$ cat src/rtl/mcacc_pkg.sv
package mcacc_pkg;
    typedef enum logic [1:0] {
        ST_IDLE  = 2'd0,
        ST_CONV  = 2'd1,
        ST_PAUSE = 2'd2
    } seq_state_e;

    typedef enum logic [1:0] {
        POL_RESUME  = 2'b00,
        POL_RESTART = 2'b01,
        POL_STOP_A  = 2'b10,
        POL_STOP_B  = 2'b11
    } after_pol_e;
endpackage

$ cat src/rtl/mcacc_preempt.sv
module mcacc_preempt (
    input  logic in_conv_i,
    input  logic ack_i,
    input  logic last_i,
    input  logic hp_pend_i,
    input  logic force_stop_i,
    input  logic no_intra_i,
    output logic yield_o,
    output logic abort_o
);
    logic gap_allowed;

    always_comb begin
        gap_allowed = force_stop_i | ~no_intra_i;
        yield_o     = in_conv_i & ack_i & ~last_i & hp_pend_i & gap_allowed;
        abort_o     = in_conv_i & ~ack_i & hp_pend_i & force_stop_i;
    end
endmodule

$ cat src/rtl/mcacc_accum.sv
module mcacc_accum #(
    parameter int SAMPLE_W = 12,
    parameter int SUM_W    = 16,
    parameter int CNTR_W   = 5
) (
    input  logic                clk,
    input  logic                rst_n,
    input  logic                clr_i,
    input  logic                add_i,
    input  logic [SAMPLE_W-1:0] sample_i,
    output logic [SUM_W-1:0]    sum_o,
    output logic [CNTR_W-1:0]   taken_o
);
    typedef struct packed {
        logic [SUM_W-1:0]  sum;
        logic [CNTR_W-1:0] taken;
    } acc_t;

    acc_t acc_d, acc_q;

    always_comb begin
        acc_d = acc_q;
        if (clr_i) begin
            acc_d.sum   = '0;
            acc_d.taken = '0;
        end else if (add_i) begin
            acc_d.sum   = acc_q.sum + SUM_W'(sample_i);
            acc_d.taken = acc_q.taken + 1'b1;
        end
    end

    always_ff @(posedge clk or negedge rst_n) begin
        if (!rst_n) acc_q <= '0;
        else        acc_q <= acc_d;
    end

    assign sum_o   = acc_q.sum;
    assign taken_o = acc_q.taken;
endmodule

$ cat src/rtl/mcacc_seq.sv
module mcacc_seq
    import mcacc_pkg::*;
#(
    parameter int SAMPLE_W = 12,
    parameter int SUM_W    = 16,
    parameter int CNT_W    = 4
) (
    input  logic                clk,
    input  logic                rst_n,
    input  logic                trig_i,
    input  logic                hp_pend_i,
    input  logic                irq_clr_i,
    input  logic [CNT_W-1:0]    cfg_count_i,
    input  logic                cfg_force_stop_i,
    input  logic                cfg_no_intra_i,
    input  logic [1:0]          cfg_policy_i,
    output logic                conv_req_o,
    input  logic                conv_ack_i,
    input  logic [SAMPLE_W-1:0] conv_data_i,
    output logic                busy_o,
    output logic                done_o,
    output logic                intr_o,
    output logic [SUM_W-1:0]    sum_o
);
    localparam int CNTR_W = CNT_W + 1;

    typedef struct packed {
        seq_state_e st;
        logic       req;
        logic       done;
        logic       intr;
    } ctl_t;

    ctl_t ctl_d, ctl_q;

    logic              acc_clr, acc_add;
    logic [CNTR_W-1:0] taken;
    logic              last_smp, yield_now, abort_now, in_conv;

    assign in_conv  = (ctl_q.st == ST_CONV);
    assign last_smp = conv_ack_i && (taken == CNTR_W'(cfg_count_i));

    mcacc_preempt u_preempt (
        .in_conv_i    (in_conv),
        .ack_i        (conv_ack_i),
        .last_i       (last_smp),
        .hp_pend_i    (hp_pend_i),
        .force_stop_i (cfg_force_stop_i),
        .no_intra_i   (cfg_no_intra_i),
        .yield_o      (yield_now),
        .abort_o      (abort_now)
    );

    mcacc_accum #(
        .SAMPLE_W (SAMPLE_W),
        .SUM_W    (SUM_W),
        .CNTR_W   (CNTR_W)
    ) u_accum (
        .clk      (clk),
        .rst_n    (rst_n),
        .clr_i    (acc_clr),
        .add_i    (acc_add),
        .sample_i (conv_data_i),
        .sum_o    (sum_o),
        .taken_o  (taken)
    );

    always_comb begin
        ctl_d   = ctl_q;
        acc_clr = 1'b0;
        acc_add = 1'b0;
        if (irq_clr_i) ctl_d.intr = 1'b0;
        unique case (ctl_q.st)
            ST_IDLE: begin
                if (trig_i) begin
                    ctl_d.st   = ST_CONV;
                    ctl_d.req  = 1'b1;
                    ctl_d.done = 1'b0;
                    acc_clr    = 1'b1;
                end
            end
            ST_CONV: begin
                acc_add = conv_ack_i;
                if (last_smp) begin
                    ctl_d.st   = ST_IDLE;
                    ctl_d.req  = 1'b0;
                    ctl_d.done = 1'b1;
                end else if (yield_now || abort_now) begin
                    ctl_d.st   = ST_PAUSE;
                    ctl_d.req  = 1'b0;
                    ctl_d.intr = 1'b1;
                end
            end
            ST_PAUSE: begin
                if (!hp_pend_i) begin
                    case (after_pol_e'(cfg_policy_i))
                        POL_RESUME: begin
                            ctl_d.st  = ST_CONV;
                            ctl_d.req = 1'b1;
                        end
                        POL_RESTART: begin
                            ctl_d.st  = ST_CONV;
                            ctl_d.req = 1'b1;
                            acc_clr   = 1'b1;
                        end
                        default: begin
                            ctl_d.st  = ST_IDLE;
                            ctl_d.req = 1'b0;
                        end
                    endcase
                end
            end
            default: begin
                ctl_d.st  = ST_IDLE;
                ctl_d.req = 1'b0;
            end
        endcase
    end

    always_ff @(posedge clk or negedge rst_n) begin
        if (!rst_n) begin
            ctl_q.st   <= ST_IDLE;
            ctl_q.req  <= 1'b0;
            ctl_q.done <= 1'b0;
            ctl_q.intr <= 1'b0;
        end else begin
            ctl_q <= ctl_d;
        end
    end

    assign conv_req_o = ctl_q.req;
    assign busy_o     = (ctl_q.st != ST_IDLE);
    assign done_o     = ctl_q.done;
    assign intr_o     = ctl_q.intr;
endmodule

$ cat config.mk
export PLATFORM = sky130hd
export DESIGN_NAME = mcacc_seq
export DESIGN_NICKNAME = d
export VERILOG_FILES = /design/src/rtl/mcacc_pkg.sv /design/src/rtl/mcacc_preempt.sv /design/src/rtl/mcacc_accum.sv /design/src/rtl/mcacc_seq.sv
export SDC_FILE = /design/constraint.sdc
export NUM_CORES = 1
export LEC_CHECK = 0
export ABC_AREA = 1
export BUFFER_PORTS_ARGS = -buffer_cell sky130_fd_sc_hd__buf_2
export CAP_MARGIN = 10
export CELL_PAD_IN_SITES_DETAIL_PLACEMENT = 0
export CELL_PAD_IN_SITES_GLOBAL_PLACEMENT = 1
export CORE_MARGIN = 1
export CORE_UTILIZATION = 30
export DETAILED_ROUTE_END_ITERATION = 16
export GPL_TIMING_DRIVEN = 1
export PLACE_DENSITY = 0.67
export SLEW_MARGIN = 10
export SYNTH_ARGS = -nofsm -noshare
export SYNTH_HDL_FRONTEND = slang
export SYNTH_SLANG_ARGS = --single-unit
$ cat constraint.sdc
create_clock -name clk -period 1.9 [get_ports clk]
set_input_delay 0 -clock clk [delete_from_list [all_inputs] [get_ports clk]]
set_output_delay 0 -clock clk [all_outputs]
set_load 0.05 [all_outputs]
==> metrics.txt, run 1 <==
status=complete, no violations; antenna viol nets, final=0; Slew Viols, Final=0; grt ovf=0; EDFF count, synth=0; CP Capture Type=register; most frequent CP cell=nand3_1; initial core utilization=31.9%; clock sink count=25; die width=82.2 µm; Post-synth top flop=dfrtp_1; part of the Yosys area used for sequential elements=32.4%; Leak=1.35 nW; CP max-delay cell=fa_1; fin nets=379; gr usage total=16.5%; Final Cycle Share=91.3%; proportion of layout cells with a drive suffix above 1=20.1%; Routed WL per cell=12.0 µm; multi-input logic area=0.00111 mm²; top cell type's share of synthesized area=32.4%; Rel. slew slack=59.0%; hpwl dp=3.94 mm; Min-Delay Path Class=in -> reg; via count=1,892; CTS Buf Count=3; Synth top cells by count=92 x nand2_1, 44 x inv_1, 25 x dfrtp_1; Clk Latency, worst-skew pair=0.27 ns; CTS clk-pin slew, worst paths=0.10 ns; worst path cell trace=ha_4, inv_1, fa_1, inv_1, nand3_1, nand2_2, nand3_1, nand3_2, nand3_1, nand2_1, nor2_1; area growth from synthesis to layout=21.1%; max_cap viols=0; Rows=28; total power=3.68 mW; CTS tree=built; mapped cell area=0.00193 mm²; DIE HEIGHT=82.2 µm; RePlAce Congestion=0.807; worst vdd ir=0.689 mV; total iterations of the first detailed-routing run=4; vias per cell=4.58; top-count cell post-synth=nand2_1; crit path max fanout=4; first-pass GRT wire length=8.43 mm; DRC marker count from the first detailed-route iteration=49; setup_tns=0 ns; post-synthesis register bit count=25; post-synthesis net count=325; Core ar.=0.00606 mm²; largest net degree at the start of global routing=26; Layout Skew=0.00973 ns; Fin. Hold Viols=0; Distinct cells, synth=28; vias in the first global route=1,872; fill count=661; biggest cell delay along the critical path=0.40 ns; IO Count=46; # setup viols final=0; Syn Area/Cell=6.78 µm²; antenna cell count=0; DRT Wirelength=4.97 mm; Die ar.=0.00676 mm²; dominant cell type by area after synthesis=dfrtp_1; CTS max path bufs=2; Critical Path Start Type=register; Syn. warnings=0; asr flop ratio synth=100%; post-layout min period=1.74 ns; initial antenna violation count=0; synth top area cells=dfrtp_1 32%, nand2_1 18%, inv_1 8.5%; setup repair after global routing missed its margin=false; Syn Inst Count=285; WHS=0.0933 ns; # H-tree levels=1; Sequential Area=628 µm²; critical path class=reg -> reg; Max Freq=576 MHz; Worst Max-Slew Pin Slew=0.615 ns; final routed DRC violation total=0; Root Driver=clkbuf_8; Port-buffer cells=45; Worst Path Required=2.07 ns; Pwr per Cell Area=1570 mW/mm²; Worst EP arrival=1.91 ns
-- metrics by stage --
stage	instances	setup slack, ns	utilization (%)	area, µm²
floorplan	285	0.0248	-	1950
detailed placement	405	0.128	37.2	2250
global placement	405	0.159	37.2	2250
global route	413	0.00655	38.6	2340
finish	413	0.165	38.6	2340
CTS	412	0.106	38.4	2330
-- layout make-up --
class                      count  area share (%)
multi-input combinational    210            47.5
sequential                    25            26.8
timing repair buffer          52            12.2
inverter                      47            7.54
tap                           75            4.01
clock buffer                   4            1.93
-- cells in the final DEF, fill, tap and decap left out, drive strengths merged, types with 2 or more instances in the layout --
master and n:
ha 13, nand2 95, xnor2 2, nand3 25, clkbuf 4, o21ai 18, dfrtp 25, inv 47
nand4 4, a22o 2, nor3 3, dlygate4sd3 3, nor2 26, a21oi 12, o22ai 2, buf 49
xor2 3
-- what timing repair did --
action                     in CTS  in global routing
buffers inserted                0                  1
setup endpoints to repair       0                  4
gates resized for setup         0                  1
hold endpoints to repair       27                  0
hold buffers                    3                  0
-- power by group --
part | internal (mW) | total, mW | switching, mW
Combinational | 0.729 | 2.43 | 1.70
Sequential | 0.736 | 0.921 | 0.185
Clock | 0.150 | 0.335 | 0.185
-- sequential cells by signal, indices dropped and copies added (netlist names) --
signal           count
intr_o               1
ctl_q                2
u_accum.taken_o      5
u_accum.sum_o       16
done_o               1
-- metal layers --
layer	up-vias	wire length, µm	global-route usage (%)
li1	1009	-	-
met1	842	2430	20.3
met2	37	2340	29.8
met3	4	170	2.53
met4	0	31	4.21
met5	-	0	0
-- worst max-delay path, delay by kind of cell, from the launching register on --
| kind | cells | cell delay (ns) |
|---|---|---|
| buffers and inverters | 2 | 0.15 |
| and+or+nand+nor | 7 | 0.57 |
| adders and majority gates | 2 | 0.54 |
| DFF | 1 | 0.39 |
-- path summary, 6_finish.rpt --
check	cells after the start	to	start	slack [ns]
setup / recovery	11	u_accum.sum_o[12]	u_accum.sum_o[0]	0.16
hold / removal	3	ctl_q[3]	trig_i	0.09
setup reg to reg	11	u_accum.sum_o[12]	u_accum.sum_o[0]	0.16
hold reg to reg	2	done_o	done_o	0.50
max in group asynchronous	2	u_accum.sum_o[0]	rst_n	1.19
min in group asynchronous	2	u_accum.sum_o[10]	rst_n	0.26
-- logic make-up (layout without fill, tap and decap cells) --
group / Yosys count / count (layout) / synth area share (%)
flip-flops: 25 / 25 / 32.4
buffers and inverters: 50 / 103 / 10.9
AND/OR/NAND/NOR: 155 / 155 / 34.9
XOR/XNOR: 5 / 5 / 2.27
AO/OA/AOI/OAI: 36 / 36 / 10.1
adder cells (fa/ha/maj): 14 / 14 / 9.46
No activity file was read; power rests on OpenSTA's default activity.
==> run 2, diff against run 1 <==
BUFFER_PORTS_ARGS = not set   (was -buffer_cell sky130_fd_sc_hd__buf_2)
DONT_BUFFER_PORTS = 1   (was not set)
PLACE_DENSITY = 0.58   (was 0.67)
SKIP_CTS_REPAIR_TIMING = 1   (was not set)
==> metrics.txt, run 2 (same netlist as run 1, synthesis figures left out) <==
Min-Delay Path Class=in -> reg; Final Cycle Share=91.5% (+0.19 points); fin area=0.00227 mm² (-3.0%); min-delay src=hp_pend_i; vias per cell=4.66 (+1.7%); crit path max fanout=4 (unchanged); fin nets=352 (-7.1%); via count=1,799 (-4.9%); # H-tree levels=1 (unchanged); Critical Path Start Type=register; Core ar.=0.00606 mm² (unchanged); met2 Use GR=30.3% (+0.50 points); worst setup margin=0.161 ns (-0.00365 ns); hpwl dp=3.87 mm (-1.6%); dpl ws=0.134 ns (+0.00521 ns); final routed DRC violation total=0 (unchanged); failing checks=hold timing; WHS=-0.0596 ns (-0.153 ns); fill count=681 (+3.0%); max FFs per register=16 (unchanged); area growth from synthesis to layout=17.5%; # setup viols final=0 (unchanged); post-layout min period=1.74 ns (+0.00365 ns); critical path class=reg -> reg; Leak=1.25 nW (-7.4%); first-pass GRT wire length=8.32 mm (-1.3%); Pwr per Cell Area=1640 mW/mm² (+4.1%); Clk Latency, worst-skew pair=0.28 ns (about the same); grt ovf=0 (unchanged); Die ar.=0.00676 mm² (unchanged); total iterations of the first detailed-routing run=4 (unchanged); Rows=28 (unchanged); gr usage total=16.5% (+0.031 points); CP Launch Point=u_accum.sum_o[0]; Root Driver=clkbuf_8; Top Usage Layer GRT=met2; CTS Buf Count=3 (unchanged); routing usage on met3=2.42% (-0.11 points); most frequent cells in the layout=91 x nand2_1, 44 x inv_1, 23 x nor2_1, 23 x nand3_1, 23 x dfrtp_1; max_cap viols=0 (unchanged); CTS tree=built; die width=82.2 µm (unchanged); proportion of layout cells with a drive suffix above 1=12.9% (-7.3 points); Port-buffer cells=0 (-100%); Placed Area=0.00214 mm² (-5.0%); RePlAce Congestion=0.783 (-3.0%); Fin. Hold Viols=3 (+3); Layout Skew=0.00421 ns (-0.00552 ns); Worst Path Required=2.07 ns (about the same); clock sink count=25 (unchanged); FF-to-FF Start=u_accum.sum_o[0]; Worst EP arrival=1.91 ns (about the same); initial core utilization=31.9% (unchanged); initial antenna violation count=0 (unchanged); CTS clk-pin slew, worst paths=0.10 ns (about the same); Routed WL per cell=12.8 µm (+6.4%); setup_tns=0 ns (unchanged); commonest non-fill, non-tap cell in the layout=nand2_1; CTS max path bufs=2 (unchanged); vias in the first global route=1,765 (-5.7%); final core utilization=37.4% (-1.2 points); antenna cell count=0 (unchanged); Max Freq=575 MHz (-0.21%); antenna viol nets, final=0 (unchanged); Slew Viols, Final=0 (unchanged); Worst Max-Slew Pin Slew=0.506 ns (-0.109 ns); setup repair after global routing missed its margin=false; IO Count=46 (unchanged); worst vdd ir=0.743 mV (+7.8%); Rel. slew slack=66.3% (+7.3 points); CP Capture Type=register; largest net degree at the start of global routing=26 (unchanged); status=complete, but fails checks; reg2reg setup slack=0.16 ns (about the same); Post-Place Cells=375 (-7.4%); DRC marker count from the first detailed-route iteration=64 (+31%); DRT Wirelength=4.95 mm (-0.54%); met1 Track Usage GR=20.0% (-0.24 points); DIE HEIGHT=82.2 µm (unchanged); total power=3.72 mW (+0.98%); Non-Filler Instances=386 (-6.5%)
## run 2: changes by cell type in the layout (fill, tap and decap cells not counted), sizes merged
| cell | before | now |
|---|---|---|
| buf | 49 | 20 |
| dlygate4sd3 | 3 | 5 |
## run 2: metal layers
layer	vias to the layer above	share of wire, %
met3	4	3.2
met1	805	46
li1	959	-
met2	31	49
met5	-	0
met4	0	0.85
## run 2: final timing paths
path | cells after the start | end
max in group asynchronous | 2 | u_accum.sum_o[0]
min in group asynchronous | 2 | u_accum.sum_o[2]
worst min register to register | 2 | u_accum.taken_o[3]
worst max-delay path | 11 | u_accum.sum_o[12]
worst max register to register | 11 | u_accum.sum_o[12]
worst min-delay path | 3 | ctl_q[3]
## run 2: worst max-delay path, cell delays in order, from the launching register on
cell,delay (ns)
dfrtp_2,0.40
ha_4,0.14
inv_1,0.05
fa_1,0.40
inv_1,0.09
nand3_1,0.08
nand2_2,0.11
nand3_1,0.09
nand3_2,0.11
nand3_1,0.07
nand2_1,0.06
nor2_1,0.04
## run 2: layout make-up
class | instances | area [µm²] | area share [%]
Clock buffer | 4 | 45.0 | 1.98
Sequential cell | 25 | 628 | 27.7
Inverter | 47 | 176 | 7.77
Multi-Input combinational cell | 210 | 1110 | 49.1
Tap cell | 75 | 93.8 | 4.13
Timing Repair Buffer | 25 | 213 | 9.37
## run 2: where the power goes
group	internal [mW]	switching, mW
Combinational	0.775	1.64
Sequential	0.734	0.224
Clock	0.151	0.195
==> run 3, diff against run 2 <==
MAX_ROUTING_LAYER = met4   (was not set)
clock period = 1.8 ns   (was 1.9 ns; I/O delays follow)
==> metrics.txt, run 3 (same netlist as run 1, synthesis figures left out) <==
Clk Latency, worst-skew pair=0.28 ns (about the same); Rel. slew slack=66.7% (+0.44 points); DIE HEIGHT=82.2 µm (unchanged); Worst Max-Slew Pin Slew=0.500 ns (-0.00662 ns); Clock Power Share=9.1% (-0.2 points); Net Sw Frac=54.9% (-0.43 points); fin area=0.00239 mm² (+5.5%); first-pass GRT wire length=8.03 mm (-3.5%); most frequent cells in the layout=89 x nand2_1, 42 x inv_1, 23 x dfrtp_1, 22 x nor2_1, 22 x buf_4; total iterations of the first detailed-routing run=4 (unchanged); Layout Skew=0.00364 ns (-0.000567 ns); Int Pwr=1.85 mW (+11%); initial core utilization=31.9% (unchanged); CP Launch Point=u_accum.sum_o[3]; Post-Place Cells=376 (+0.27%); status=complete, but fails checks; commonest non-fill, non-tap cell in the layout=nand2_1; Die ar.=0.00676 mm² (unchanged); Switch Pwr=2.25 mW (+9.4%); Fin. Hold Viols=1 (-2); antenna cell count=0 (unchanged); r2r worst-path depth=10 (-1); antenna viol nets, final=0 (unchanged); Leak=1.27 nW (+1.7%); final routed DRC violation total=0 (unchanged); max_cap viols=0 (unchanged); FF-to-FF Start=u_accum.sum_o[3]; Worst Path Required=1.98 ns (-0.09 ns); CTS tree=built; Root Driver=clkbuf_8; CTS max path bufs=2 (unchanged); RePlAce Congestion=0.871 (+11%); final core utilization=39.5% (+2.1 points); vias per cell=4.73 (+1.5%); DRT Wirelength=5.02 mm (+1.6%); Max Freq=596 MHz (+3.7%); DRC marker count from the first detailed-route iteration=55 (-14%); grt ovf=0 (unchanged); gr usage total=16.3% (-0.29 points); # setup viols final=0 (unchanged); CTS Buf Count=3 (unchanged); Final Cycle Share=93.2% (+1.6 points); max FFs per register=16 (unchanged); crit path max fanout=5 (+1); # H-tree levels=1 (unchanged); WHS=-0.0156 ns (+0.0439 ns); Reg power frac=25.2% (-0.6 points); Worst EP arrival=1.86 ns (-0.05 ns); post-layout min period=1.68 ns (-0.0619 ns); Rows=28 (unchanged); via count=1,845 (+2.6%); die width=82.2 µm (unchanged); R2R Path End=u_accum.sum_o[13]; combinational power share=65.8% (+0.9 points); min-delay src=trig_i; Non-Filler Instances=390 (+1.0%); CP Capture Type=register; proportion of layout cells with a drive suffix above 1=18.1% (+5.2 points); worst vdd ir=0.828 mV (+11%); fin nets=356 (+1.1%); failing checks=hold timing; Slew Viols, Final=0 (unchanged); total power=4.10 mW (+10%); Critical Path Start Type=register; CTS clk-pin slew, worst paths=0.10 ns (about the same); Core ar.=0.00606 mm² (unchanged); hpwl dp=3.94 mm (+1.7%); largest net degree at the start of global routing=26 (unchanged); Placed Area=0.00215 mm² (+0.58%); reg2reg setup slack=0.12 ns (-0.04 ns); Worst Hold Path EP=done_o; IO Count=46 (unchanged); Port-buffer cells=0 (unchanged); clock sink count=25 (unchanged); critical path class=reg -> reg; setup_tns=0 ns (unchanged); area growth from synthesis to layout=24.0%; initial antenna violation count=0 (unchanged); Min-Delay Path Class=in -> reg; hold path depth=3 (unchanged); vias in the first global route=1,801 (+2.0%); Pwr per Cell Area=1710 mW/mm² (+4.5%); Routed WL per cell=12.9 µm (+0.56%)
## run 3: cell types whose count changed in the layout (fill, tap and decap cells not counted), sizes merged
cell,change
buf,+3
dlygate4sd3,+1
inv,+1
clkbuf,-1
## run 3: power groups by stage
stage	Combinational (mW)	Sequential, mW	Clock, mW
floorplan	1.41	1.55	0
CTS	2.56	1.03	0.395
global placement	2.57	1.03	0
detailed placement	2.55	1.03	0
finish	2.70	1.03	0.372
global route	3.01	1.07	0.415
## run 3: critical path: stages, from the launching register on
cell      delay (ns)
dfrtp_1         0.40
ha_2            0.39
nand2_2         0.08
nor2_2          0.12
nand2_1         0.07
nand3b_1        0.16
nand2_1         0.07
nand2_1         0.11
nand3_1         0.08
nand2_1         0.06
nor2_1          0.04
## run 3: final cells by class
class                      count  area (µm²)
clock inverter                 1        8.76
tap                           75        93.8
multi-input combinational    210        1200
inverter                      47         176
clock buffer                   3        41.3
fill                         663        3670
timing repair buffer          29         245
sequential                    25         628
## run 3: worst max-delay path by stage
| stage | endpoint | slack [ns] | cells after the start |
|---|---|---|---|
| 4_1_cts | u_accum.sum_o[14] | 0.06 | 11 |
| 3_5_place_dp | u_accum.sum_o[14] | 0.09 | 11 |
| 5_1_grt | u_accum.sum_o[12] | -0.02 | 11 |
| 6_report | u_accum.sum_o[13] | 0.12 | 10 |
| 2_1_floorplan | u_accum.sum_o[14] | -0.00008 | 11 |
| 3_3_place_gp | u_accum.sum_o[13] | 0.08 | 9 |
## run 3: stage by stage
step | hold WS [ns] | setup WS (ns)
finish | -0.0156 | 0.123
detailed placement | -0.295 | 0.0904
CTS | -0.613 | 0.0643
floorplan | -0.296 | -0.0000814
global placement | -0.295 | 0.0818
global route | 0.0279 | -0.0153
## run 3: metal layers
layer	vias up	wire length (µm)	global-route usage, %
met5	-	0	-
met4	0	59	2.98
met3	4	213	3.41
met2	39	2400	28.3
met1	835	2350	19.4
li1	967	-	-
